### config.mk
export PLATFORM = sky130hd
export DESIGN_NAME = mdio_ctrl
export DESIGN_NICKNAME = d
export VERILOG_FILES = /design/src/rtl/mdio_pkg.sv /design/src/rtl/mdio_mdc_gen.sv /design/src/rtl/mdio_frame_eng.sv /design/src/rtl/mdio_poll_trk.sv /design/src/rtl/mdio_ctrl.sv
export SDC_FILE = /design/constraint.sdc
export NUM_CORES = 1
export LEC_CHECK = 0
export BUFFER_PORTS_ARGS = -buffer_cell sky130_fd_sc_hd__buf_4
export CAP_MARGIN = 20
export CORE_ASPECT_RATIO = 0.8
export CORE_UTILIZATION = 30
export CTS_BUF_LIST = sky130_fd_sc_hd__clkbuf_4
export DETAILED_ROUTE_END_ITERATION = 8
export GPL_TIMING_DRIVEN = 0
export PLACE_DENSITY_LB_ADDON = 0.08
export REMOVE_ABC_BUFFERS = 1
export SETUP_SLACK_MARGIN = 0.1
export SYNTH_ARGS = -nofsm -noshare
export SYNTH_HDL_FRONTEND = slang
export SYNTH_HIERARCHICAL = 1
export SYNTH_SLANG_ARGS = --single-unit
### constraint.sdc
create_clock -name clk -period 2.54 [get_ports clk]
set_clock_uncertainty 0.15 [all_clocks]
set_input_delay 0.254 -clock clk [delete_from_list [all_inputs] [get_ports clk]]
set_output_delay 0.254 -clock clk [all_outputs]
set_load 0.005 [all_outputs]
### src/rtl/mdio_pkg.sv
`timescale 1ns/1ps
package mdio_pkg;
   localparam int HOST_AW   = 3;
   localparam int FRAME_W   = 32;
   localparam int DATA_W    = 16;
   localparam int N_PORTS   = 2;
   // bit offsets inside the frame, counted from its first bit
   localparam int TA_OFFSET   = 14;
   localparam int DATA_OFFSET = 16;
   localparam int DONE_BIT    = 16;

   localparam logic [1:0] START_CODE = 2'b01;
   localparam logic [1:0] OP_WRITE   = 2'b01;
   localparam logic [1:0] OP_READ    = 2'b10;
   localparam logic [1:0] TA_CODE    = 2'b10;

   localparam logic [HOST_AW-1:0] A_CMD   = 3'd0;
   localparam logic [HOST_AW-1:0] A_CFG   = 3'd1;
   localparam logic [HOST_AW-1:0] A_PSTAT = 3'd2;
   localparam logic [HOST_AW-1:0] A_PMASK = 3'd3;
   localparam logic [HOST_AW-1:0] A_BBCLK = 3'd4;
   localparam logic [HOST_AW-1:0] A_BBDAT = 3'd5;
   localparam logic [HOST_AW-1:0] A_BBOE  = 3'd6;

   function automatic logic [FRAME_W-1:0] poll_frame(input logic [4:0] phy, input logic [4:0] ra);
      return {START_CODE, OP_READ, phy, ra, TA_CODE, {DATA_W{1'b0}}};
   endfunction
endpackage

### src/rtl/mdio_mdc_gen.sv
`timescale 1ns/1ps
module mdio_mdc_gen #(
   parameter int HALF_DIV = 2
) (
   input  logic clk,
   input  logic rst_n,
   input  logic run,
   output logic mdc,
   output logic rise,
   output logic fall
);
   logic tick;
   logic mdc_q;

   if (HALF_DIV < 1) begin : g_bad_div
      $error("HALF_DIV must be at least 1");
   end

   if (HALF_DIV == 1) begin : g_nodiv
      assign tick = run;
   end else begin : g_div
      localparam int CW = $clog2(HALF_DIV);
      localparam logic [CW-1:0] CNT_LAST = CW'(HALF_DIV - 1);
      logic [CW-1:0] cnt_q;
      always_ff @(posedge clk or negedge rst_n) begin
         if (!rst_n)               cnt_q <= '0;
         else if (!run || tick)    cnt_q <= '0;
         else                      cnt_q <= cnt_q + 1'b1;
      end
      assign tick = run && (cnt_q == CNT_LAST);
   end

   always_ff @(posedge clk or negedge rst_n) begin
      if (!rst_n)      mdc_q <= 1'b0;
      else if (!run)   mdc_q <= 1'b0;
      else if (tick)   mdc_q <= ~mdc_q;
   end

   assign mdc  = mdc_q;
   assign rise = tick && !mdc_q;
   assign fall = tick && mdc_q;
endmodule

### src/rtl/mdio_frame_eng.sv
`timescale 1ns/1ps
module mdio_frame_eng
   import mdio_pkg::*;
#(
   parameter int HALF_DIV = 2,
   parameter int PRE_BITS = 32
) (
   input  logic               clk,
   input  logic               rst_n,
   input  logic               start,
   input  logic [FRAME_W-1:0] cmd_word,
   input  logic               sdi,
   output logic               busy,
   output logic               done,
   output logic [DATA_W-1:0]  rd_data,
   output logic               sdo,
   output logic               sdo_en,
   output logic               mdc
);
   localparam int TOTAL = PRE_BITS + FRAME_W;
   localparam int IDX_W = $clog2(TOTAL);
   localparam logic [IDX_W-1:0] LAST_IDX    = IDX_W'(TOTAL - 1);
   localparam logic [IDX_W-1:0] RELEASE_IDX = IDX_W'(PRE_BITS + TA_OFFSET);
   localparam logic [IDX_W-1:0] CAPTURE_IDX = IDX_W'(PRE_BITS + DATA_OFFSET);

   if (PRE_BITS < 1) begin : g_bad_pre
      $error("PRE_BITS must be at least 1");
   end

   logic [TOTAL-1:0]  sreg_q;
   logic [IDX_W-1:0]  idx_q;
   logic              busy_q, rd_q, done_q;
   logic [DATA_W-1:0] sh_q;
   logic              rise, fall;

   mdio_mdc_gen #(.HALF_DIV(HALF_DIV)) u_mdc (
      .clk  (clk),
      .rst_n(rst_n),
      .run  (busy_q),
      .mdc  (mdc),
      .rise (rise),
      .fall (fall)
   );

   always_ff @(posedge clk or negedge rst_n) begin
      if (!rst_n) begin
         sreg_q <= '1;
         idx_q  <= '0;
         busy_q <= 1'b0;
         rd_q   <= 1'b0;
         done_q <= 1'b0;
         sh_q   <= '0;
      end else begin
         done_q <= 1'b0;
         if (start && !busy_q) begin
            sreg_q <= {{PRE_BITS{1'b1}}, cmd_word};
            idx_q  <= '0;
            busy_q <= 1'b1;
            rd_q   <= (cmd_word[29:28] == OP_READ);
         end else if (busy_q) begin
            if (rise && rd_q && idx_q >= CAPTURE_IDX)
               sh_q <= {sh_q[DATA_W-2:0], sdi};
            if (fall) begin
               if (idx_q == LAST_IDX) begin
                  busy_q <= 1'b0;
                  done_q <= 1'b1;
               end else begin
                  idx_q  <= idx_q + 1'b1;
                  sreg_q <= {sreg_q[TOTAL-2:0], 1'b1};
               end
            end
         end
      end
   end

   assign busy    = busy_q;
   assign done    = done_q;
   assign rd_data = sh_q;
   assign sdo     = busy_q ? sreg_q[TOTAL-1] : 1'b1;
   assign sdo_en  = busy_q && !(rd_q && idx_q >= RELEASE_IDX);
endmodule

### src/rtl/mdio_poll_trk.sv
`timescale 1ns/1ps
module mdio_poll_trk #(
   parameter int DW = 16
) (
   input  logic          clk,
   input  logic          rst_n,
   input  logic          enable,
   input  logic          res_valid,
   input  logic [DW-1:0] res_data,
   input  logic          clr_rd,
   output logic [DW-1:0] image,
   output logic [DW-1:0] chg
);
   logic [DW-1:0] image_q, chg_q, new_bits;
   logic          seen_q;

   assign new_bits = (res_valid && seen_q) ? (image_q ^ res_data) : '0;

   always_ff @(posedge clk or negedge rst_n) begin
      if (!rst_n) begin
         image_q <= '0;
         chg_q   <= '0;
         seen_q  <= 1'b0;
      end else begin
         chg_q <= (clr_rd ? '0 : chg_q) | new_bits;
         if (res_valid) begin
            image_q <= res_data;
            seen_q  <= enable;
         end else if (!enable) begin
            seen_q  <= 1'b0;
         end
      end
   end

   assign image = image_q;
   assign chg   = chg_q;
endmodule

### src/rtl/mdio_ctrl.sv
`timescale 1ns/1ps
module mdio_ctrl
   import mdio_pkg::*;
#(
   parameter int HALF_DIV = 2,
   parameter int PRE_BITS = 32
) (
   input  logic               clk,
   input  logic               rst_n,
   input  logic [HOST_AW-1:0] host_addr,
   input  logic               host_wr,
   input  logic               host_rd,
   input  logic [31:0]        host_wdata,
   output logic [31:0]        host_rdata,
   output logic               irq,
   output logic               mdc,
   input  logic [N_PORTS-1:0] mdio_i,
   output logic [N_PORTS-1:0] mdio_o,
   output logic [N_PORTS-1:0] mdio_oe
);
   logic [FRAME_W-1:0] cmd_q;
   logic               pend_q, host_txn_q;
   logic               sel_q, poll_q, bb_q;
   logic [4:0]         preg_q, pphy_q;
   logic [DATA_W-1:0]  mask_q;
   logic               bbclk_q, bbdat_q, bboe_q;

   logic               eng_busy, eng_done, eng_sdo, eng_sdo_en, eng_mdc, eng_start;
   logic [DATA_W-1:0]  eng_rdata, img, chg;
   logic [FRAME_W-1:0] eng_word;
   logic               start_host, start_poll, poll_done, mask_wr, pstat_rd;

   assign start_host = pend_q && !bb_q && !eng_busy;
   assign start_poll = poll_q && !pend_q && !bb_q && !eng_busy;
   assign eng_start  = start_host || start_poll;
   assign eng_word   = start_host ? cmd_q : poll_frame(pphy_q, preg_q);
   assign poll_done  = eng_done && !host_txn_q;
   assign mask_wr    = host_wr && (host_addr == A_PMASK);
   assign pstat_rd   = host_rd && (host_addr == A_PSTAT);

   always_ff @(posedge clk or negedge rst_n) begin
      if (!rst_n) begin
         cmd_q      <= FRAME_W'(1) << DONE_BIT;
         pend_q     <= 1'b0;
         host_txn_q <= 1'b0;
         sel_q      <= 1'b0;
         poll_q     <= 1'b0;
         bb_q       <= 1'b0;
         preg_q     <= '0;
         pphy_q     <= '0;
         mask_q     <= '1;
         bbclk_q    <= 1'b0;
         bbdat_q    <= 1'b1;
         bboe_q     <= 1'b0;
      end else begin
         if (eng_start) begin
            host_txn_q <= start_host;
            if (start_host) pend_q <= 1'b0;
         end
         if (eng_done && host_txn_q) begin
            cmd_q[DONE_BIT] <= 1'b1;
            if (cmd_q[29:28] == OP_READ) cmd_q[DATA_W-1:0] <= eng_rdata;
         end
         if (host_wr) begin
            unique case (host_addr)
               A_CMD: begin
                  cmd_q  <= {host_wdata[31:DONE_BIT+1], 1'b0, host_wdata[DONE_BIT-1:0]};
                  pend_q <= 1'b1;
               end
               A_CFG: begin
                  sel_q  <= host_wdata[0];
                  poll_q <= host_wdata[1];
                  bb_q   <= host_wdata[2];
                  preg_q <= host_wdata[7:3];
                  pphy_q <= host_wdata[14:10];
               end
               A_PMASK: mask_q  <= host_wdata[DATA_W-1:0];
               A_BBCLK: bbclk_q <= host_wdata[0];
               A_BBDAT: bbdat_q <= host_wdata[0];
               A_BBOE:  bboe_q  <= host_wdata[0];
               default: ;
            endcase
         end
      end
   end

   mdio_frame_eng #(.HALF_DIV(HALF_DIV), .PRE_BITS(PRE_BITS)) u_eng (
      .clk     (clk),
      .rst_n   (rst_n),
      .start   (eng_start),
      .cmd_word(eng_word),
      .sdi     (mdio_i[sel_q]),
      .busy    (eng_busy),
      .done    (eng_done),
      .rd_data (eng_rdata),
      .sdo     (eng_sdo),
      .sdo_en  (eng_sdo_en),
      .mdc     (eng_mdc)
   );

   mdio_poll_trk #(.DW(DATA_W)) u_poll (
      .clk      (clk),
      .rst_n    (rst_n),
      .enable   (poll_q),
      .res_valid(poll_done),
      .res_data (eng_rdata),
      .clr_rd   (pstat_rd),
      .image    (img),
      .chg      (chg)
   );

   for (genvar p = 0; p < N_PORTS; p++) begin : g_port
      logic mine;
      assign mine       = (sel_q == p[0]);
      assign mdio_o[p]  = !mine ? 1'b1 : (bb_q ? bbdat_q : eng_sdo);
      assign mdio_oe[p] = mine && (bb_q ? bboe_q : eng_sdo_en);
   end

   assign mdc = bb_q ? bbclk_q : eng_mdc;
   assign irq = |(chg & ~mask_q);

   always_comb begin
      host_rdata = '0;
      unique case (host_addr)
         A_CMD:   host_rdata = cmd_q;
         A_CFG:   host_rdata = {17'b0, pphy_q, mdio_i[1], mdio_i[0], preg_q, bb_q, poll_q, sel_q};
         A_PSTAT: host_rdata = {img, chg};
         A_PMASK: host_rdata = {16'b0, mask_q};
         A_BBCLK: host_rdata = {31'b0, bbclk_q};
         A_BBDAT: host_rdata = {31'b0, bbdat_q};
         A_BBOE:  host_rdata = {31'b0, bboe_q};
         default: host_rdata = '0;
      endcase
   end
endmodule

## Word level (Yosys, flattened, before mapping)

Index checks and enable logic that the tools add are counted.

| word-level totals | value |
|---|---|
| output and inout bits | 38 |
| bits in registers | 190 |
| word-level logic and storage cells | 128 |
| bits of input ports | 41 |

| cells by class | value |
|---|---|
| muxes and demuxes | 41 |
| bitwise operators | 7 |
| $lt $le $gt $ge | 3 |
| add/sub/neg operators | 2 |
| reductions and logical operators | 39 |
| equality and inequality tests | 12 |

Operators with widths:

| kind | number |
|---|---|
| 64-bit two-way mux | 4 |
| 32-bit case mux with 7 select lines | 1 |
| 17-bit two-way mux | 3 |
| 16-bit two-way mux | 3 |
| 32-bit two-way mux | 1 |
| 1-bit two-way mux | 25 |
| 6-bit two-way mux | 4 |
| 1-bit logical AND | 19 |
| 16-bit AND | 1 |
| 16-bit NOT | 1 |
| 16-bit OR | 1 |
| 16-bit OR reduction | 1 |
| 16-bit XOR | 1 |
| 6-bit greater-or-equal comparator (second input constant) | 2 |
| 2-bit AND reduction | 6 |
| 3-bit equality test (second input constant) | 3 |
| 6-bit by 1-bit adder with 6-bit output (second input constant) | 1 |
| 3-bit by 2-bit equality test with 1-bit output (second input constant) | 2 |
| 6-bit equality test (second input constant) | 1 |
| 1-bit zero test | 6 |
| 3-bit AND reduction | 2 |
| 2-bit equality test (second input constant) | 2 |
| 2-bit by 1-bit != test with 1-bit output (second input constant) | 2 |
| 2-bit nonzero test | 2 |
| 7 further kinds | 10 |

## Logic depth before layout (Yosys ltp)

Gate-level depths: netlist (run 1).

| depth | value |
|---|---|
| depth in word-level cells | 8 |
| mapped depth | 9 |
| gate-level depth less buffers | 5 |

## Cells and area by module

Netlist (run 1), hierarchy kept.

Modules (own cells, without submodules):

| module | seq. area each (µm²) | times used | cells each | area an instance (µm²) |
|---|---|---|---|---|
| mdio_frame_eng | 2307.2 | 1 | 336 | 3983.8 |
| mdio_ctrl | 1674.1 | 1 | 343 | 3741.1 |
| mdio_poll_trk | 825.8 | 1 | 104 | 1395.1 |
| mdio_mdc_gen | 50.0 | 1 | 8 | 88.8 |

## Worst setup path before layout (run 1)

OpenSTA, ideal clock, no wires.

| timing path | value |
|---|---|
| path type | reg-to-reg |
| start point | register bb_q |
| end point | register u_eng.sreg_q[32] |
| path slack | 0.356 ns |
| required time | 2.311 ns |
| path buffers | 4 |
| library setup time | 0.079 ns |
| arrival | 1.956 ns |
| cell stages (with the launch flop) | 10 |
| clock period less this slack | 2.184 ns |
| path through | dfrtp_1 buf_2 nor2_1 clkbuf_1 o21a_1 and2b_1 buf_2 buf_1 nor2_1 o21ai_0 |

| between the ends | value |
|---|---|
| word-level cells in the longest chain between the ends | 7 |
| elaborated cells on any way between the ends | 12 |
| those cells by class | eq/ne (1); mux (1); reduce/logical (10) |

RTL lines:

| element | line | RTL |
|---|---|---|
| start, declared | mdio_ctrl.sv:23 | `logic sel_q, poll_q, bb_q;` |
| start signal, assigned | mdio_ctrl.sv:73 | `bb_q <= host_wdata[2];` |
| 1-bit zero test * | mdio_ctrl.sv:33, mdio_ctrl.sv:34 |  |
| 1-bit logical AND (on tied branches) (2 in a row) | mdio_ctrl.sv:33, mdio_ctrl.sv:34 |  |
| 1-bit logical OR * | mdio_ctrl.sv:35 | `assign eng_start = start_host \|\| start_poll;` |
| net eng_start | mdio_ctrl.sv:28 | `logic eng_busy, eng_done, eng_sdo, eng_sdo_en, eng_mdc, eng_start;` |
| 1-bit logical AND * | mdio_frame_eng.sv:55 | `if (start && !busy_q) begin` |
| 2-bit by 1-bit != test with 1-bit output (no line) / 2-bit nonzero test (equally long branches) | -- |  |
| 3-bit AND reduction (no line) | -- |  |
| end signal, assigned | mdio_frame_eng.sv:56 | `sreg_q <= {{PRE_BITS{1'b1}}, cmd_word};` |
| end signal, assigned | mdio_frame_eng.sv:69 | `sreg_q <= {sreg_q[TOTAL-2:0], 1'b1};` |
| end, declared | mdio_frame_eng.sv:30 | `logic [TOTAL-1:0] sreg_q;` |

Mark *: on every way through the listed nets, which the timed path passes. The rest lies on a longest branch.
A chain may end at the register's enable or synchronous reset.

## Worst setup path in the final report (run 1)

| timing path | value |
|---|---|
| start point | input host_addr[0] |
| end point | register cmd_q[0] |

| between the ends | value |
|---|---|
| word-level cells in the longest chain between the ends | 3 |

RTL lines:

| element | line | RTL |
|---|---|---|
| start, declared | mdio_ctrl.sv:10 | `input logic [HOST_AW-1:0] host_addr,` |
| 3-bit zero test | mdio_ctrl.sv:65 | `unique case (host_addr)` |
| 17-bit two-way mux | mdio_ctrl.sv:65 |  |
| 17-bit two-way mux | mdio_ctrl.sv:64 | `if (host_wr) begin` |
| end signal, assigned | mdio_ctrl.sv:43 | `cmd_q <= FRAME_W'(1) << DONE_BIT;` |
| end signal, assigned | mdio_ctrl.sv:67 | `cmd_q <= {host_wdata[31:DONE_BIT+1], 1'b0, host_wdata[DONE_BIT-1:0]};` |
| end, declared | mdio_ctrl.sv:21 | `logic [FRAME_W-1:0] cmd_q;` |

No other way between the ends.

==> qor.yml, run 1 <==
synth_top_family_by_area: "compound AO/OA/AOI/OAI gates"
gp_congestion: 0.758
final_nets: 937
synth_cell_types: 56
synthXorXnorAreaFrac_pct: 1.62
fmax_mhz: 417
reg2reg_from: "u_eng/busy"
post-route-period-util_pct: 94.3
crit_top_cell: "dlygate4sd3_1"
outcome: "complete, no violations"
place_ws_ns: -0.533
ys_seq_area_share_pct: 52.7
leakage_nw: 4.78
synth_mux_area_share_pct: 14.0
power_density_nw_per_um2: 730
drt-total-wl_um: 27300
end_kind: "flip-flop"
tightestPinTransition_ns: 1.07
die_h_um: 159
synth_top_area_cell: "dfrtp_1"
rsz0062_at_grt: "yes"
cts_sinks: 190
clk_pin_slew_ns: 0.15
clockRootBuffer: "clkbuf_4"
synth_cells: 791
max_cap_violations: 0
timing.critical_path.from_type: "input pin"
syn_avg_cell_area_um2: 11.6
ant_nets: 0
dp_hpwl_um: 17100
wire_per_inst_um: 20.8
drtIter0Drc: 415
startpoint: "host_addr[0]"
multi_input_area_um2: 4060
seq_area_um2: 4860
antenna_found_initial: 1
placed_area_um2: 10300
cp.depth: 6
crit_path_max_fanout: 10
grt-ovfl-total: 0
die_w_um: 198
hold_viol_final: 0
dr.pass1.iters: 4
synth_top_area_share_pct: 29.3
synth-simple-area-share_pct: 11.0
cts_inserted_buffers: 17
period_minus_slack_ns: 2.40
maxSlewViolCount: 0
clock_path_buffers: 2
core_um2: 29800
fillers: 2964
synth_ff_type: "dfrtp_1"
cp_num_buf_inv: 3
max_stage_delay_ns: 0.78
num_rows: 56
vias: 6693
setup_slack_ns: 0.144
async_reset_ff_share_pct: 100
grt_usage_pct: 18.3
ys_ff_latch: 190
initial_utilization_pct: 30.9
ioPinCount: 79
htreeDepth: 4
critPathSlowestCell: "dlygate4sd3_1"
synth_warnings: 6
worstSetupPathType: "input pin to flip-flop"
hold_path.class: "input pin to asynchronous set/reset pin"
final_area_um2: 11300
grt_max_degree: 120
max-vdd-ir-drop_v: 0.000419
dpl.cell_count: 1228
synth_compound_area_share_pct: 15.9
critPathTopFamily: "buffers and inverters"
clk_latency_ns: 0.57
synth_adder_area_share_pct: 0.136
critPathRequiredTime_ns: 2.88
grt_pass1_wl_um: 43600
drcViolationCount: 0
synth_edf_count: 0
viasPerCell: 5.09
grt_pass1_vias: 6915
worst_ep_arrival_time_ns: 2.73
syn2layout_area_growth_pct: 22.2
drive_above_1_share_pct: 36.1
utilization_pct: 37.8
synth.area.top_cells: "dfrtp_1, dfstp_2, mux2_2"
rr_worst_depth: 6
syn_area_um2: 9210
maxSlewHeadroom_pct: 28.7
stdcell_count: 1315
crit_chain: "buf_4, dlygate4sd3_1, nor4b_4, dlygate4sd3_1, nand2_1, o21ai_0"
setup_violations: 0
cts_tree: "done"
dieArea_um2: 31400
portBuffers: 77
per-layer routing:
metal,global-route usage (%),up-vias,share of wire (%)
li1,-,3084,-
met1,28.3,3479,52
met2,26.9,123,44
met3,2.95,7,3.8
met4,2.68,0,0.56
met5,0,-,0
Yosys cell counts (5+ instances only):
library cell / instances
nor2b_1: 14
mux2_2: 72
mux2i_1: 21
nor2_1: 39
clkbuf_1: 31
mux2_4: 9
mux2_1: 12
nand2b_1: 8
o21a_1: 5
a22o_1: 16
dfrtp_1: 108
and2_1: 36
buf_2: 16
o211ai_1: 34
buf_6: 10
and3_1: 20
o21ai_0: 51
nand2_1: 42
inv_1: 21
a221o_1: 31
dfstp_2: 82
a22oi_1: 29
xnor2_1: 16
o22ai_1: 16
what timing repair did:
item | 4_1_cts | 5_1_grt
setup buffers | 6 | 3
pin swaps | 7 | 2
hold endpoints to repair | 137 | 0
hold buffers | 43 | 0
endpoints found under the setup margin | 83 | 39
gates resized for setup | 19 | 6
cloned | 1 | 0
power breakdown:
group / switching (mW) / leakage (nW) / internal [mW] / total (mW)
registers: 0.546 / 2.24 / 3.97 / 4.51
clock network: 1.11 / 0.181 / 0.798 / 1.91
logic: 0.841 / 2.35 / 0.955 / 1.80
through the flow:
stage	power (mW)	hold slack, ns	setup TNS, ns
detailed placement	6.21	0.112	-23.03
CTS	8.27	0.00165	0
global placement	6.03	0.315	-416.56
global route	8.74	0.0224	0
finish	8.22	0.0569	0
floorplan	5.37	-0.192	-46.24
cells by family after synthesis:
family,count (synthesis)
AND/OR/NAND/NOR,186
AO/OA/AOI/OAI,199
multiplexers,114
XOR/XNOR,17
flip-flops,190
adder cells (fa/ha/maj),1
buffers and inverters,84
cell usage in the layout, fill, tap and decap left out, types with 9 or more instances in the layout:
| cell | count |
|---|---|
| a221o_1 | 31 |
| and2_1 | 35 |
| and3_1 | 20 |
| nor2_1 | 38 |
| clkbuf_4 | 18 |
| dlygate4sd3_1 | 43 |
| buf_4 | 84 |
| o21ai_0 | 51 |
| nor2b_1 | 9 |
| xnor2_1 | 16 |
| mux2i_1 | 21 |
| nand2_1 | 41 |
| o211ai_1 | 34 |
| dfstp_2 | 82 |
| mux2_4 | 9 |
| mux2_1 | 12 |
| dfrtp_1 | 106 |
| mux2_2 | 72 |
| o22ai_1 | 16 |
| a22oi_1 | 29 |
| a22o_1 | 16 |
| inv_1 | 20 |
final timing paths:
kind	endpoint	slack, ns
setup / recovery	cmd_q[0]	0.14
hold / removal	u_poll/image[7]	0.06
setup reg to reg	u_eng/sreg_q[28]	0.30
hold reg to reg	u_eng/rd_q	0.35
max in group asynchronous	pend_q	1.17
min in group clk	bbdat_q	0.06
state kept, by name, indices dropped and copies added (netlist names), 5 cells and up:
signal	cells
cmd_q	32
mask_q	16
pphy_q	5
preg_q	5
u_eng/idx_q	6
u_eng/rd_data	16
u_eng/sreg_q	64
u_poll/chg	16
u_poll/image	16
layout make-up:
type | count | share of cell area, %
timing repair buffer | 147 | 12.6
tap | 406 | 4.51
sequential | 190 | 43.2
clock inverter | 14 | 1.68
clock buffer | 18 | 1.20
antenna | 1 | 0.0222
inverter | 21 | 0.700
multi-input combinational | 518 | 36.1
(Power assumes the default switching activity.)
==> run 2: changes to the inputs <==
Settings changed: CAP_MARGIN 20 to unset, CELL_PAD_IN_SITES_DETAIL_PLACEMENT set to 0, CELL_PAD_IN_SITES_GLOBAL_PLACEMENT set to 2.
==> run 2 against run 1 <==
  * Hold slack better by 0.016 ns
  * Maximum frequency decreased by 0.44%
  * Largest power group unchanged
  * Clock power fell by 3%
  * Critical endpoint is now irq
  * Utilization grew 0.33 points
  * First-iteration DRC count grew 17%
  * Final area rose by 0.87%
  * Critical path depth decreased by 2
  * Register-to-register slack worse by 0.08 ns
  * Sequential power is essentially flat
  * Largest cell class unchanged
==> qor.yml, run 2 (same netlist as run 1, synthesis figures left out) <==
outcome: "complete, no violations"
power_frac_comb_pct: 21.9
drive_above_1_share_pct: 36.9
post-route-period-util_pct: 94.7
timing.critical_path.from_type: "flip-flop"
die_w_um: 198
cts_tree: "done"
cts_sinks: 190
final_common_cell: "dfrtp_1"
rsz0062_at_grt: "yes"
critPathSlowestCell: "dfstp_2"
core_um2: 29800
grt_usage_pct: 18.7
grt-ovfl-total: 0
cp_num_buf_inv: 2
critPathTopFamily: "flip-flops"
placed_area_um2: 10300
wire_per_inst_um: 21.8
top_regs: "u_eng/sreg_q x64, cmd_q x32"
drtIter0Drc: 487
clock_power_share_pct: 22.6
dp_hpwl_um: 17800
critPathRequiredTime_ns: 2.14
max-vdd-ir-drop_v: 0.000291
ant_nets: 0
clock_path_buffers: 2
crit_path_max_fanout: 2
crit_chain: "inv_2, a2111oi_4, nand4_1, buf_4"
maxSlewViolCount: 0
end_kind: "output port"
clk_latency_ns: 0.61
fmax_mhz: 416
dpl.cell_count: 1231
final_area_um2: 11400
period_minus_slack_ns: 2.41
whs_endpoint: "cmd_q[0]"
rr_worst_depth: 9
grt_pass1_wl_um: 44200
final_nets: 944
vias: 6837
maxSlewHeadroom_pct: 24.0
grt_max_degree: 100
hold_viol_final: 0
dr.pass1.iters: 5
drcViolationCount: 0
top_register: "u_eng/sreg_q"
antenna_found_initial: 1
max_stage_delay_ns: 0.57
setup_tns_ns: 0
netSwitchingFraction_pct: 31.0
final_cell_mix: "dfrtp_1, buf_4, dfstp_2"
largest_register_ffs: 64
num_rows: 56
ioPinCount: 79
viasPerCell: 5.17
hold_path.class: "input pin to flip-flop"
holdPathStages: 4
reg2reg_from: "bb_q"
max_cap_violations: 0
stdcell_count: 1322
worstSetupPathType: "flip-flop to output port"
cts_inserted_buffers: 17
dieArea_um2: 31400
min_from: "host_addr[2]"
p_int_mw: 5.63
setup_violations: 0
die_h_um: 159
leakage_nw: 4.82
clk_pin_slew_ns: 0.15
tightestPinTransition_ns: 1.14
gp_congestion: 0.766
seqPwrFrac_pct: 55.5
p_total_mw: 8.15
grt_pass1_vias: 6934
regToRegEndpoint: "u_eng/sreg_q[21]"
clockRootBuffer: "clkbuf_4"
worst_ep_arrival_time_ns: 2.00
drt-total-wl_um: 28900
power_density_nw_per_um2: 718
htreeDepth: 4
p_sw_mw: 2.53
portBuffers: 77
r2r_slack_ns: 0.22
initial_utilization_pct: 30.9
syn2layout_area_growth_pct: 23.3
[run 2: power groups by stage]
stage	registers, mW	clock network, mW	logic [mW]
6_report	4.52	1.85	1.78
4_1_cts	4.50	1.93	1.77
2_1_floorplan	4.34	0	1.02
3_5_place_dp	4.55	0	1.67
5_1_grt	4.62	2.06	1.98
3_3_place_gp	4.53	0	1.52
[run 2: per-stage QoR]
step	worst slack [ns]	util [%]	hold slack (ns)
finish	0.133	38.1	0.0732
floorplan	-0.718	-	-0.192
detailed placement	-0.963	34.7	0.218
global placement	-3.24	33.4	0.316
global route	0.0530	38.1	0.0402
CTS	0.106	37.6	0.00857
[run 2: how the worst max path moves through the flow]
stage,from,to,depth (start not counted)
after CTS,u_eng/idx_q[2],u_eng/sreg_q[9],5
final,mask_q[13],irq,4
after floorplan,u_eng/busy,u_eng/idx_q[0],5
after detailed placement,u_eng/busy,u_eng/sreg_q[13],9
after global routing,mask_q[13],irq,4
after global placement,host_addr[0],cmd_q[5],3
[run 2: layout make-up]
class	instances	area (µm²)
Antenna cell	1	2.50
Clock buffer	20	150
Clock inverter	12	161
Fill cell	2929	18400
Inverter	21	78.8
Multi-Input combinational cell	518	4080
Sequential cell	190	4860
Tap cell	406	508
Timing Repair Buffer	154	1520
[run 2: per-layer routing]
metal / global-route usage (%) / part of all wire (%) / vias to the layer above
met1: 28.8 / 51 / 3552
met2: 26.8 / 43 / 171
met4: 3.98 / 1.0 / 0
met5: 0 / 0 / -
met3: 3.42 / 4.6 / 14
li1: - / - / 3100
[run 2: worst min-delay path, stage by stage]
cell	delay (ns)
buf_4	0.22
nor4b_4	0.14
nand2_1	0.08
o21ai_0	0.08
[run 2: what timing repair did]
item	CTS	global route
endpoints found under the hold margin	164	0
pin swaps	6	1
setup buffers	7	7
endpoints found under the setup margin	71	26
hold buffers	42	0
gates resized for setup	22	7
cloned	1	1
